**src/rtl/segport_pkg.sv**
```systemverilog
package segport_pkg;

    localparam int ADDR_W    = 16;
    localparam int DATA_W    = 16;
    localparam int SEG_W     = 7;
    localparam int N_DISP    = 6;
    localparam int REGION_LO = 12;
    localparam int REGION_W  = ADDR_W - REGION_LO;
    localparam logic [REGION_W-1:0] REGION_ID = REGION_W'(2);

    typedef logic [SEG_W-1:0] seg_pat_t;

    typedef struct packed {
        logic     strobe;
        seg_pat_t pattern;
    } seg_wr_t;

    function automatic logic region_hit(input logic [ADDR_W-1:0] a);
        return a[ADDR_W-1:REGION_LO] == REGION_ID;
    endfunction

endpackage

```
**src/rtl/segport_decode.sv**
```systemverilog
module segport_decode
    import segport_pkg::*;
#(
    parameter int NUM = N_DISP
) (
    input  logic                clk,
    input  logic                rst,
    input  logic [ADDR_W-1:0]   addr,
    input  logic                wr,
    output logic [NUM-1:0]      load_sel
);
    localparam int OFF_W = REGION_LO;

    logic                 hit;
    logic [OFF_W-1:0]     offset;

    assign hit    = region_hit(addr);
    assign offset = addr[OFF_W-1:0];

    for (genvar k = 0; k < NUM; k++) begin : g_sel
        assign load_sel[k] = wr && hit && (offset == OFF_W'(k));
    end

    // at most one display is picked by any bus cycle
    assert_one_target_R2: assert property (@(posedge clk) disable iff (rst)
        $onehot0(load_sel));

endmodule

```
**src/rtl/segport_bank.sv**
```systemverilog
module segport_bank
    import segport_pkg::*;
#(
    parameter int NUM = N_DISP,
    parameter int W   = SEG_W
) (
    input  logic                    clk,
    input  logic                    rst,
    input  logic [NUM-1:0]          load_sel,
    input  logic [W-1:0]            pattern,
    output logic [NUM-1:0][W-1:0]   seg_q
);
    for (genvar k = 0; k < NUM; k++) begin : g_reg
        always_ff @(posedge clk) begin
            if (rst)
                seg_q[k] <= '0;
            else if (load_sel[k])
                seg_q[k] <= pattern;
        end

        // selected register takes the presented pattern
        assert_load_R3: assert property (@(posedge clk) disable iff (rst)
            load_sel[k] |=> seg_q[k] == $past(pattern));

        // unselected register keeps its value
        assert_hold_R8: assert property (@(posedge clk) disable iff (rst)
            !load_sel[k] |=> $stable(seg_q[k]));
    end

    // reset blanks every register
    assert_reset_blank_R5: assert property (@(posedge clk)
        rst |=> seg_q == '0);

endmodule

```
**src/rtl/segport_top.sv**
```systemverilog
module segport_top
    import segport_pkg::*;
(
    input  logic               clk,
    input  logic               rst,
    input  logic [15:0]        bus_addr,
    input  logic [15:0]        bus_wdata,
    input  logic               bus_wr,
    output logic [6:0]         seg_d0,
    output logic [6:0]         seg_d1,
    output logic [6:0]         seg_d2,
    output logic [6:0]         seg_d3,
    output logic [6:0]         seg_d4,
    output logic [6:0]         seg_d5
);
    logic [N_DISP-1:0]            load_sel;
    logic [N_DISP-1:0][SEG_W-1:0] seg_q;
    seg_wr_t                      wreq;
    logic                         unused_hi_data;

    assign wreq.strobe  = bus_wr;
    assign wreq.pattern = bus_wdata[SEG_W-1:0];
    assign unused_hi_data = ^bus_wdata[DATA_W-1:SEG_W];

    segport_decode #(.NUM(N_DISP)) u_decode (
        .clk      (clk),
        .rst      (rst),
        .addr     (bus_addr),
        .wr       (wreq.strobe),
        .load_sel (load_sel)
    );

    segport_bank #(.NUM(N_DISP), .W(SEG_W)) u_bank (
        .clk      (clk),
        .rst      (rst),
        .load_sel (load_sel),
        .pattern  (wreq.pattern),
        .seg_q    (seg_q)
    );

    assign seg_d0 = seg_q[0];
    assign seg_d1 = seg_q[1];
    assign seg_d2 = seg_q[2];
    assign seg_d3 = seg_q[3];
    assign seg_d4 = seg_q[4];
    assign seg_d5 = seg_q[5];

    // writes outside the region leave every output alone
    assert_region_only_R1: assert property (@(posedge clk) disable iff (rst)
        (bus_wr && bus_addr[15:12] != 4'h2) |=> $stable(seg_q));

    // writes to unused offsets inside the region leave every output alone
    assert_high_offset_R6: assert property (@(posedge clk) disable iff (rst)
        (bus_wr && bus_addr[15:12] == 4'h2 && bus_addr[11:0] > 12'd5)
        |=> $stable(seg_q));

endmodule

```
**config.mk**
```make
export PLATFORM = sky130hd
export DESIGN_NAME = segport_top
export DESIGN_NICKNAME = d
export VERILOG_FILES = /design/src/rtl/segport_pkg.sv /design/src/rtl/segport_decode.sv /design/src/rtl/segport_bank.sv /design/src/rtl/segport_top.sv
export SDC_FILE = /design/constraint.sdc
export NUM_CORES = 1
export LEC_CHECK = 0
export BUFFER_PORTS_ARGS = -buffer_cell sky130_fd_sc_hd__buf_2
export CAP_MARGIN = 20
export CORE_UTILIZATION = 46
export DETAILED_ROUTE_END_ITERATION = 7
export GPL_ROUTABILITY_DRIVEN = 1
export PLACE_DENSITY = 0.78
export REMOVE_ABC_BUFFERS = 1
export SYNTH_ARGS = -nofsm -noshare
export SYNTH_HDL_FRONTEND = slang
export SYNTH_SLANG_ARGS = --single-unit
```
**constraint.sdc**
```tcl
create_clock -name clk -period 1.9 [get_ports clk]
set_input_delay 0.19 -clock clk [delete_from_list [all_inputs] [get_ports clk]]
set_output_delay 0.19 -clock clk [all_outputs]
set_load 0.02 [all_outputs]
```
Yosys cells after proc, flatten, opt, wreduce, memory -nomap -nowiden
Cells that the tools add are included.

Bits in registers: 42. Input port bits: 35. Output and inout bits: 42. Logic and storage cells: 20.

Equality and inequality tests: 6. Reductions and logical operators: 8.

Operator list (count): 12-bit by 2-bit == test with 1-bit output, second input constant (2); 12-bit by 3-bit == test with 1-bit output, second input constant (2); 12-bit by 1-bit == test with 1-bit output, second input constant (1); 12-bit zero test (1); 1-bit logical AND (7); 4-bit by 2-bit == test with 1-bit output, second input constant (1).

Longest topological paths before layout
Gate-level depths: netlist of run 1.

Word-level depth: 3. Mapped depth: 5. Mapped depth without buffers: 4.

By module
From an unflattened synthesis of run 1, not the netlist that was laid out.

Cells, all modules: 152. Area, all modules: 1677.9 um2.

Modules (own cells, without submodules): segport_bank (instances 1, cells an instance 137, area an instance 1547.7 um2, seq. area each 840.8 um2); segport_decode (instances 1, cells an instance 15, area an instance 130.1 um2, seq. area each 0.0 um2).

Least setup slack after synthesis of run 1
Ideal clock, no wire load.

Path type: input-to-reg. Start: in bus_addr[8]. End: reg u_bank.seg_q[35] in the netlist's numbering. Setup time: 124 ps. Arrival time: 1612 ps. Data required time: 1776 ps. Slack: 165 ps. Stages on the path: 5. Path buffers: 1. Cells stage by stage: or4b_4 or2_4 or3_1 buf_4 mux2i_1.

Word-level cells in the longest chain between the ends: 2.

RTL lines: from (decl) (RTL line segport_top.sv:6) `input logic [15:0] bus_addr,`; 12-bit by 3-bit == test with 1-bit output (RTL line segport_decode.sv:21) `assign load_sel[k] = wr && hit && (offset == OFF_W'(k));`; 1-bit logical AND (RTL line segport_decode.sv:21); to (signal, indexed assignment) (RTL line segport_bank.sv:18) `seg_q[k] <= pattern;`; to (decl) (RTL line segport_bank.sv:11) `output logic [NUM-1:0][W-1:0] seg_q`.

No other way between the ends. A chain may end at the register's enable or synchronous reset.

Worst setup path after layout of run 1
Start: in bus_addr[8]. End: reg u_bank.seg_q[38] in the netlist's numbering.

The elaborated chain is that of the path after synthesis.

==> flow_metrics.py, run 1 <==
metrics = {
    "critical_path": {
        "cp_max_fo": 7,
        "crit_path_start_kind": "input pin",
        "path_cells": "buf_2, or4b_4, or2_4, or3_1, mux2i_1",
        "crit_type": "input pin to flip-flop",
        "cp.arrival_ns": 1.83,
        "end_kind": "flip-flop",
        "required_ns": 2.07,
        "cp_slowest_stage_delay_ns": 0.56,
        "cp_slowest_cell": "or3_1",
    },
    "power": {
        "p_per_area_nw_per_um2": 665,
        "power.leakage_nw": 1.23,
        "peakVddDrop_v": 0.000471,
        "p_total_mw": 1.49,
    },
    "timing": {
        "slew_viol_final": 0,
        "layout_setup_ws_ns": 0.233,
        "timing.final.crit_share": 0.877,
        "max_slew_margin": 0.670,
        "post-route-min-period_ns": 1.67,
        "rsz0062_at_grt": "false",
        "finalHoldViolations": 0,
        "whs_ns": 0.299,
        "setup_viol_count_final": 0,
        "max_freq_mhz": 600,
        "worst_slew_pin_slew_ns": 0.495,
        "skew_ns": 0,
    },
    "drt": {
        "ant_nets": 0,
        "dr_total_vias": 1343,
        "drc": 0,
        "drt_iter0_markers": 47,
        "via_per_inst": 4.81,
        "drt_wl_total_mm": 3.55,
        "drt-wirelength-per-cell_um": 12.7,
        "firstDrtPassIters": 4,
    },
    "finish": {
        "top_register": "u_bank.seg_q",
        "top_regs": "u_bank.seg_q (42)",
        "fin_util": 0.611,
        "drive_gt1_frac": 0.368,
        "fillers": 332,
        "antenna_cells": 0,
        "fin_nets": 266,
        "largest_reg_flops": 42,
        "areaGrowthSynthToFinish_pct": 27.8,
    },
    "synthesis": {
        "synth_most_common_cell": "nand2b_1",
        "synthAdderAreaFrac": 0,
        "synth-xor-area-share": 0,
        "ys_top_cells_by_count": "49 x nand2b_1, 42 x dfxtp_1, 42 x mux2i_1",
        "syn-cell-area_sq_um": 1750,
        "synth_top_area_cell": "dfxtp_1",
        "synth.area.mux_share": 0.240,
        "postSynthCellCount": 158,
        "yosys_register_bits": 42,
        "synth-simple-area-share": 0.261,
        "yosysTopAreaCellShare": 0.480,
        "synth_ff_type": "dfxtp_1",
        "synth_area_leaders": "dfxtp_1 48%, mux2i_1 24%, nand2b_1 18%, nand4_2 1.4%, clkbuf_1 1.3%",
        "async_reset_ff_frac": 0,
        "avgSynthCellArea_sq_um": 11.1,
        "synth_cell_type_count": 20,
        "seq_area_frac_synth": 0.480,
        "synth_compound_area_frac": 0,
        "synth_edf_count": 0,
        "synth_top_family_by_area": "simple AND/OR/NAND/NOR gates",
        "yosys_warnings": 0,
    },
    "global_route": {
        "grt_pass1_vias": 1158,
        "grt_usage": 0.188,
        "grt-ovfl-total": 0,
        "grt_pass1_wl_mm": 5.71,
        "antenna_found_initial": 0,
        "grt_max_degree": 41,
    },
    "floorplanning": {
        "core_sq_um": 3660,
        "io_pins": 77,
        "start_util": 0.478,
        "die_area_sq_um": 4060,
        "rows": 22,
        "dieWidth_um": 63.7,
        "dieHeight_um": 63.7,
    },
    "placed_design": {
        "gp_congestion": 0.707,
        "place_hpwl_mm": 2.57,
        "post-place-ws_ns": -0.0859,
        "io_buffers": 67,
    },
    "worst_hold_path": {
        "hp-class": "input pin to flip-flop",
    },
    "clocking": {
        "cts_sinks": 42,
        "cts_max_level": 2,
        "cts_buffers": 5,
        "hold_buffers": 0,
        "cts-resized-gates": 0,
        "cts_root_buf": "clkbuf_8",
        "clk_latency_ns": 0.28,
        "cts_setup_buffers": 0,
        "clockBufferDepth": 2,
        "cts_tree": "built",
        "clkSlewWorstSetupHoldPaths_ns": 0.07,
    },
    "outcome": {
        "outcome": "completed",
    },
    "flow_run": {
        "max_cap_violations": 0,
    },
}
-- report_power, final --
group / switching (mW) / internal (mW) / total, mW
registers: 0.00000355 / 0.880 / 0.880
logic: 0.0401 / 0.0428 / 0.0829
clock network: 0.274 / 0.253 / 0.527
total: 0.314 / 1.18 / 1.49
-- kinds of logic (layout without fill, tap and decap cells) --
| group | after synthesis | count (layout) |
|---|---|---|
| muxes | 42 | 42 |
| DFF | 42 | 42 |
| and+or+nand+nor | 66 | 66 |
| buffers and inverters | 8 | 81 |
-- per-stage QoR --
stage	TNS, ns	area (sq um)	std cells
floorplan	0	1720	151
global placement	-0.311	2160	272
detailed placement	-0.536	2160	272
CTS	0	2240	279
global route	0	2240	279
finish	0	2240	279
-- layer usage --
layer  GRT usage  wire length (um)
met1       0.249              1680
met2       0.281              1600
met5           0                 0
met3      0.0688               235
met4      0.0597                40
-- worst paths after layout --
kind / startpoint / to / slack [ns] / depth (start not counted)
worst max-delay path: bus_addr[8] / u_bank.seg_q[38] / 0.23 / 5
worst min-delay path: bus_wdata[2] / u_bank.seg_q[16] / 0.30 / 3
worst max register to register: u_bank.seg_q[6] / u_bank.seg_q[6] / 1.28 / 2
worst min register to register: u_bank.seg_q[29] / u_bank.seg_q[29] / 0.47 / 2
-- critical path, delay by kind of cell --
family | cells | cell delay (ns)
buffers and inverters | 1 | 0.09
multiplexers | 1 | 0.18
AND/OR/NAND/NOR | 3 | 1.37
-- placed cells by master (no fill, tap or decap) --
cell type / n
nand3_1: 2
or2_4: 1
clkbuf_1: 2
nor4b_1: 1
inv_1: 1
or3_1: 1
clkbuf_8: 5
nor4b_2: 1
nor2_1: 1
nand4_2: 2
buf_4: 6
or4b_4: 1
nor4_1: 2
dfxtp_1: 42
nand2_1: 1
nor4_4: 1
nand3_2: 1
nor3_1: 1
nand2b_1: 49
mux2i_1: 42
and2_1: 1
buf_2: 67
-- cell type report --
cell class / instances / area (sq um) / area share
clock buffer: 7 / 76.3 / 0.0341
inverter: 1 / 3.75 / 0.00168
multi-input combinational: 108 / 877 / 0.392
sequential: 42 / 841 / 0.376
tap: 48 / 60.1 / 0.0268
timing repair buffer: 73 / 380 / 0.170
No activity file was read; power rests on OpenSTA's default activity.
==> run 2: changes to the inputs <==
CELL_PAD_IN_SITES_DETAIL_PLACEMENT = 1   (was default)
CELL_PAD_IN_SITES_GLOBAL_PLACEMENT = 1   (was default)
CORE_UTILIZATION = 35   (was 46)
PLACE_DENSITY = default   (was 0.78)
PLACE_DENSITY_LB_ADDON = 0.1   (was default)
==> flow_metrics.py, run 2 (synthesis gave the netlist of run 1 again) <==
metrics = {
    "global_route": {
        "grt_usage": 0.175,
        "grt_pass1_wl_mm": 6.93,
        "antenna_found_initial": 0,
        "grt-ovfl-total": 0,
        "grt_pass1_vias": 1426,
        "grt_max_degree": 41,
    },
    "timing": {
        "layout_setup_ws_ns": 0.272,
        "setup_viol_count_final": 0,
        "timing.final.crit_share": 0.857,
        "skew_ns": 0,
        "slew_viol_final": 0,
        "max_slew_margin": 0.651,
        "post-route-min-period_ns": 1.63,
        "whs_ns": 0.296,
        "rsz0062_at_grt": "false",
        "tns_ns": 0,
        "worst_slew_pin_slew_ns": 0.524,
        "finalHoldViolations": 0,
        "max_freq_mhz": 614,
    },
    "critical_path": {
        "required_ns": 2.06,
        "r2r_cells": 2,
        "r2r_slack_ns": 1.26,
        "crit_path_start_kind": "input pin",
        "r2r-start": "u_bank.seg_q[32]",
        "cp.arrival_ns": 1.79,
        "end_kind": "flip-flop",
        "crit_type": "input pin to flip-flop",
        "r2r_end": "u_bank.seg_q[32]",
        "cp_max_fo": 7,
    },
    "drt": {
        "drc": 0,
        "firstDrtPassIters": 4,
        "via_per_inst": 4.60,
        "drt-wirelength-per-cell_um": 14.4,
        "drt_wl_total_mm": 4.31,
        "drt_iter0_markers": 10,
        "dr_total_vias": 1375,
        "ant_nets": 0,
    },
    "clocking": {
        "cts_buffers": 5,
        "hold_buffers": 0,
        "cts_sinks": 42,
        "clkSlewWorstSetupHoldPaths_ns": 0.07,
        "clockBufferDepth": 2,
        "cts_root_buf": "clkbuf_8",
        "cts_tree": "built",
        "cts_max_level": 2,
        "cts-resized-gates": 0,
        "clk_latency_ns": 0.28,
        "cts_setup_buffers": 0,
    },
    "floorplanning": {
        "dieWidth_um": 72.7,
        "die_area_sq_um": 5290,
        "io_pins": 77,
        "core_sq_um": 4750,
        "start_util": 0.368,
        "rows": 25,
        "dieHeight_um": 72.7,
    },
    "power": {
        "p_per_area_nw_per_um2": 657,
        "power.leakage_nw": 1.25,
        "peakVddDrop_v": 0.000315,
    },
    "finish": {
        "final_cell_mix": "67 x buf_2, 49 x nand2b_1, 42 x mux2i_1, 42 x dfxtp_1",
        "top_register": "u_bank.seg_q",
        "antenna_cells": 0,
        "areaGrowthSynthToFinish_pct": 31.8,
        "postLayoutCellArea_sq_um": 2310,
        "fillers": 555,
        "largest_reg_flops": 42,
        "fin_nets": 268,
        "final_common_cell": "buf_2",
        "top_regs": "u_bank.seg_q (42)",
        "drive_gt1_frac": 0.379,
    },
    "placed_design": {
        "place_hpwl_mm": 3.32,
        "placed_area_sq_um": 2230,
        "gp_congestion": 0.748,
        "io_buffers": 67,
        "post-place-ws_ns": -0.0419,
    },
    "flow_run": {
        "max_cap_violations": 0,
    },
    "worst_hold_path": {
        "whs_path_depth": 3,
        "min_from": "bus_wdata[0]",
        "hp-class": "input pin to flip-flop",
        "whs_endpoint": "u_bank.seg_q[35]",
    },
    "outcome": {
        "outcome": "completed",
    },
}
==> run 2: through the flow <==
step | total power, mW | std cells | util
floorplan | 0.935 | 151 | -
global placement | 0.982 | 293 | 0.468
detailed placement | 0.986 | 293 | 0.468
CTS | 1.54 | 299 | 0.486
global route | 1.59 | 299 | 0.486
finish | 1.52 | 299 | 0.486
==> run 2: worst max-delay path by stage <==
stage / start / to / slack [ns] / depth (start not counted)
2_1_floorplan: bus_addr[8] / u_bank.seg_q[35] / 0.12 / 4
6_report: bus_addr[8] / u_bank.seg_q[37] / 0.27 / 6
3_3_place_gp: bus_addr[8] / u_bank.seg_q[41] / 0.01 / 6
5_1_grt: bus_addr[8] / u_bank.seg_q[37] / 0.24 / 6
3_5_place_dp: bus_addr[8] / u_bank.seg_q[37] / -0.04 / 6
4_1_cts: bus_addr[8] / u_bank.seg_q[37] / 0.26 / 6
==> run 2: where the power goes <==
part	internal, mW	switching, mW
Sequential	0.880	0.00000373
Clock	0.280	0.273
Combinational	0.0428	0.0419
Total	1.20	0.315
==> run 2: worst max-delay path: stages <==
cell     delay [ns]
buf_2          0.09
or4b_4         0.54
or2_4          0.26
or3_1          0.37
buf_4          0.19
mux2i_1        0.13
==> run 2: routing by layer <==
metal  vias to the layer above  routed length, um  global-route usage
met3                         5                224              0.0428
met4                         0                 57              0.0697
met1                       647               1770               0.196
li1                        680                  -                   -
met5                         -                  0                   0
met2                        43               2260               0.318
==> run 2: final cells by class <==
| class | count | area (sq um) | area share |
|---|---|---|---|
| well taps | 67 | 83.8 | 0.0363 |
| flip-flops and latches | 42 | 841 | 0.364 |
| repair buffers | 75 | 420 | 0.182 |
| clock buffers | 6 | 82.6 | 0.0358 |
| multi-input cells | 108 | 877 | 0.380 |
| inverters | 1 | 3.75 | 0.00163 |
==> run 3: changes to the inputs <==
ABC_AREA = 1   (was default)
CORE_UTILIZATION = 34   (was 35)
==> flow_metrics.py, run 3 <==
metrics = {
    "clocking": {
        "cts_buffers": 5,
        "cts_tree": "built",
        "cts-resized-gates": 0,
        "cts_max_level": 2,
        "cts_root_buf": "clkbuf_8",
        "cts_sinks": 42,
        "hold_buffers": 0,
        "clockBufferDepth": 2,
        "clkSlewWorstSetupHoldPaths_ns": 0.08,
        "clk_latency_ns": 0.28,
        "cts_setup_buffers": 0,
    },
    "critical_path": {
        "cp_max_fo": 48,
        "crit_buf_inv": 3,
        "required_ns": 2.12,
        "crit_family": "simple AND/OR/NAND/NOR gates",
        "cp_slowest_cell": "nand3_1",
        "cp.arrival_ns": 1.42,
        "r2r_end": "u_bank.seg_q[40]",
        "r2r_cells": 4,
        "crit_path_start_kind": "input pin",
        "crit_type": "input pin to flip-flop",
        "cp_slowest_stage_delay_ns": 0.29,
        "startpoint": "bus_addr[8]",
        "r2r-start": "u_bank.seg_q[40]",
        "r2r_slack_ns": 1.25,
        "path_cells": "buf_2, nor2_1, nand2_1, nor2_4, buf_12, nand3_1, nand2_1, inv_1, nor2_1",
        "end_kind": "flip-flop",
    },
    "drt": {
        "ant_nets": 0,
        "drt-wirelength-per-cell_um": 12.0,
        "drt_iter0_markers": 40,
        "via_per_inst": 4.51,
        "dr_total_vias": 2211,
        "firstDrtPassIters": 6,
        "drt_wl_total_mm": 5.88,
        "drc": 6,
    },
    "synthesis": {
        "postSynthCellCount": 350,
        "synth_most_common_cell": "inv_1",
        "yosys_warnings": 0,
        "synth_cell_type_count": 16,
        "ys_top_cells_by_count": "95 x inv_1, 92 x nand2_1, 46 x nor2_1",
        "avgSynthCellArea_sq_um": 6.56,
        "yosys_register_bits": 42,
        "synth_ff_type": "dfxtp_1",
        "yosysTopAreaCellShare": 0.366,
        "synth_top_area_cell": "dfxtp_1",
        "synth_area_leaders": "dfxtp_1 37%, inv_1 16%, nand2_1 15%, nand4_1 11%, nor2_1 7.5%",
        "syn-cell-area_sq_um": 2300,
        "synth_edf_count": 0,
        "seq_area_frac_synth": 0.366,
        "async_reset_ff_frac": 0,
    },
    "placed_design": {
        "gp_congestion": 0.686,
        "io_buffers": 67,
        "place_hpwl_mm": 4.08,
        "placed_area_sq_um": 2670,
    },
    "timing": {
        "skew_ns": 0,
        "max_freq_mhz": 833,
        "setup_viol_count_final": 0,
        "finalHoldViolations": 0,
        "timing.final.crit_share": 0.632,
        "slew_viol_final": 0,
        "max_slew_margin": 0.578,
        "worst_slew_pin_slew_ns": 0.630,
        "rsz0062_at_grt": "false",
        "post-route-min-period_ns": 1.20,
        "tns_ns": 0,
    },
    "floorplanning": {
        "rows": 29,
        "start_util": 0.358,
        "dieHeight_um": 84.2,
        "core_sq_um": 6420,
        "die_area_sq_um": 7090,
        "dieWidth_um": 84.2,
        "io_pins": 77,
    },
    "power": {
        "switching_share": 0.223,
        "p_clk_frac": 0.416,
        "comb_power_share": 0.076,
        "p_int_mw": 1.34,
        "p_per_area_nw_per_um2": 621,
        "p_seq_frac": 0.508,
        "power.leakage_nw": 1.45,
        "power.switching_mw": 0.387,
        "peakVddDrop_v": 0.000270,
    },
    "finish": {
        "fillers": 869,
        "areaGrowthSynthToFinish_pct": 21.2,
        "final_common_cell": "inv_1",
        "top_regs": "u_bank.seg_q (42)",
        "final_cell_mix": "95 x inv_1, 92 x nand2_1, 67 x buf_2, 46 x nor2_1",
        "antenna_cells": 0,
        "top_register": "u_bank.seg_q",
        "drive_gt1_frac": 0.225,
        "largest_reg_flops": 42,
        "fin_nets": 448,
        "postLayoutCellArea_sq_um": 2790,
    },
    "worst_hold_path": {
        "whs_endpoint": "u_bank.seg_q[17]",
        "whs_path_depth": 5,
        "min_from": "bus_wdata[3]",
        "hp-class": "input pin to flip-flop",
    },
    "global_route": {
        "grt_max_degree": 49,
        "grt_usage": 0.176,
        "grt.busiest_layer": "met2",
        "grt_util_met1": 0.209,
        "grt_use_met2": 0.317,
        "grt_pass1_wl_mm": 9.89,
        "antenna_found_initial": 0,
        "grt-ovfl-total": 0,
        "use_met3": 0.0344,
        "grt_pass1_vias": 2169,
    },
    "outcome": {
        "violations": "DRC",
        "outcome": "finished, violations left",
    },
    "flow_run": {
        "max_cap_violations": 0,
    },
}
run 3: cell types whose count changed after synthesis, moves of 4 or more:
cell,delta
nor2_1,+45
inv_1,+94
nand4_1,+42
nand2b_1,-49
nand2_1,+91
mux2i_1,-42
clkbuf_1,-6
nand3_4,+5
buf_1,+4
nor2_4,+7
buf_6,+5
run 3: logic make-up (layout without fill, tap and decap cells):
family                 count (synthesis)  after routing  share of synthesized area
buffers and inverters                112            175                      0.211
flip-flops                            42             42                      0.366
AND/OR/NAND/NOR                      196            196                      0.423
run 3: layer usage:
layer | up-vias | routed length (um)
li1 | 1160 | -
met1 | 997 | 2620
met2 | 50 | 2940
met3 | 4 | 260
met4 | 0 | 61
met5 | - | 0
run 3: worst max path at each step:
stage	to	depth (start not counted)	slack (ns)
2_1_floorplan	u_bank.seg_q[35]	7	0.21
3_3_place_gp	u_bank.seg_q[38]	9	0.42
3_5_place_dp	u_bank.seg_q[40]	9	0.40
4_1_cts	u_bank.seg_q[39]	9	0.71
5_1_grt	u_bank.seg_q[35]	9	0.55
6_report	u_bank.seg_q[35]	9	0.70
run 3: cell type report:
| class | count | area, sq um | area share |
|---|---|---|---|
| multi-input combinational | 196 | 972 | 0.349 |
| clock inverter | 1 | 30.0 | 0.0108 |
| clock buffer | 6 | 82.6 | 0.0296 |
| tap | 77 | 96.3 | 0.0346 |
| timing repair buffer | 70 | 395 | 0.142 |
| sequential | 42 | 841 | 0.302 |
| inverter | 98 | 368 | 0.132 |
run 3: through the flow:
stage / total power, mW / hold slack (ns) / worst slack, ns / std cells / util
6_report: 1.73 / 0.379 / 0.699 / 490 / 0.434
3_3_place_gp: 1.03 / 0.496 / 0.418 / 483 / 0.416
5_1_grt: 1.81 / 0.396 / 0.547 / 490 / 0.434
2_1_floorplan: 0.973 / 0.485 / 0.213 / 336 / -
4_1_cts: 1.76 / 0.377 / 0.705 / 490 / 0.434
3_5_place_dp: 1.03 / 0.502 / 0.401 / 483 / 0.416
run 3: power by group through the flow:
stage	clock network [mW]	registers, mW	logic (mW)
2_1_floorplan	0	0.900	0.0727
3_3_place_gp	0	0.900	0.132
3_5_place_dp	0	0.900	0.133
4_1_cts	0.751	0.879	0.134
5_1_grt	0.781	0.879	0.147
6_report	0.720	0.879	0.132
run 3: worst reg2reg max path, stage by stage, from the launching register on:
cell and delay [ns]:
dfxtp_1 0.36, inv_1 0.05, nand2_1 0.06, inv_1 0.04, nor2_1 0.09
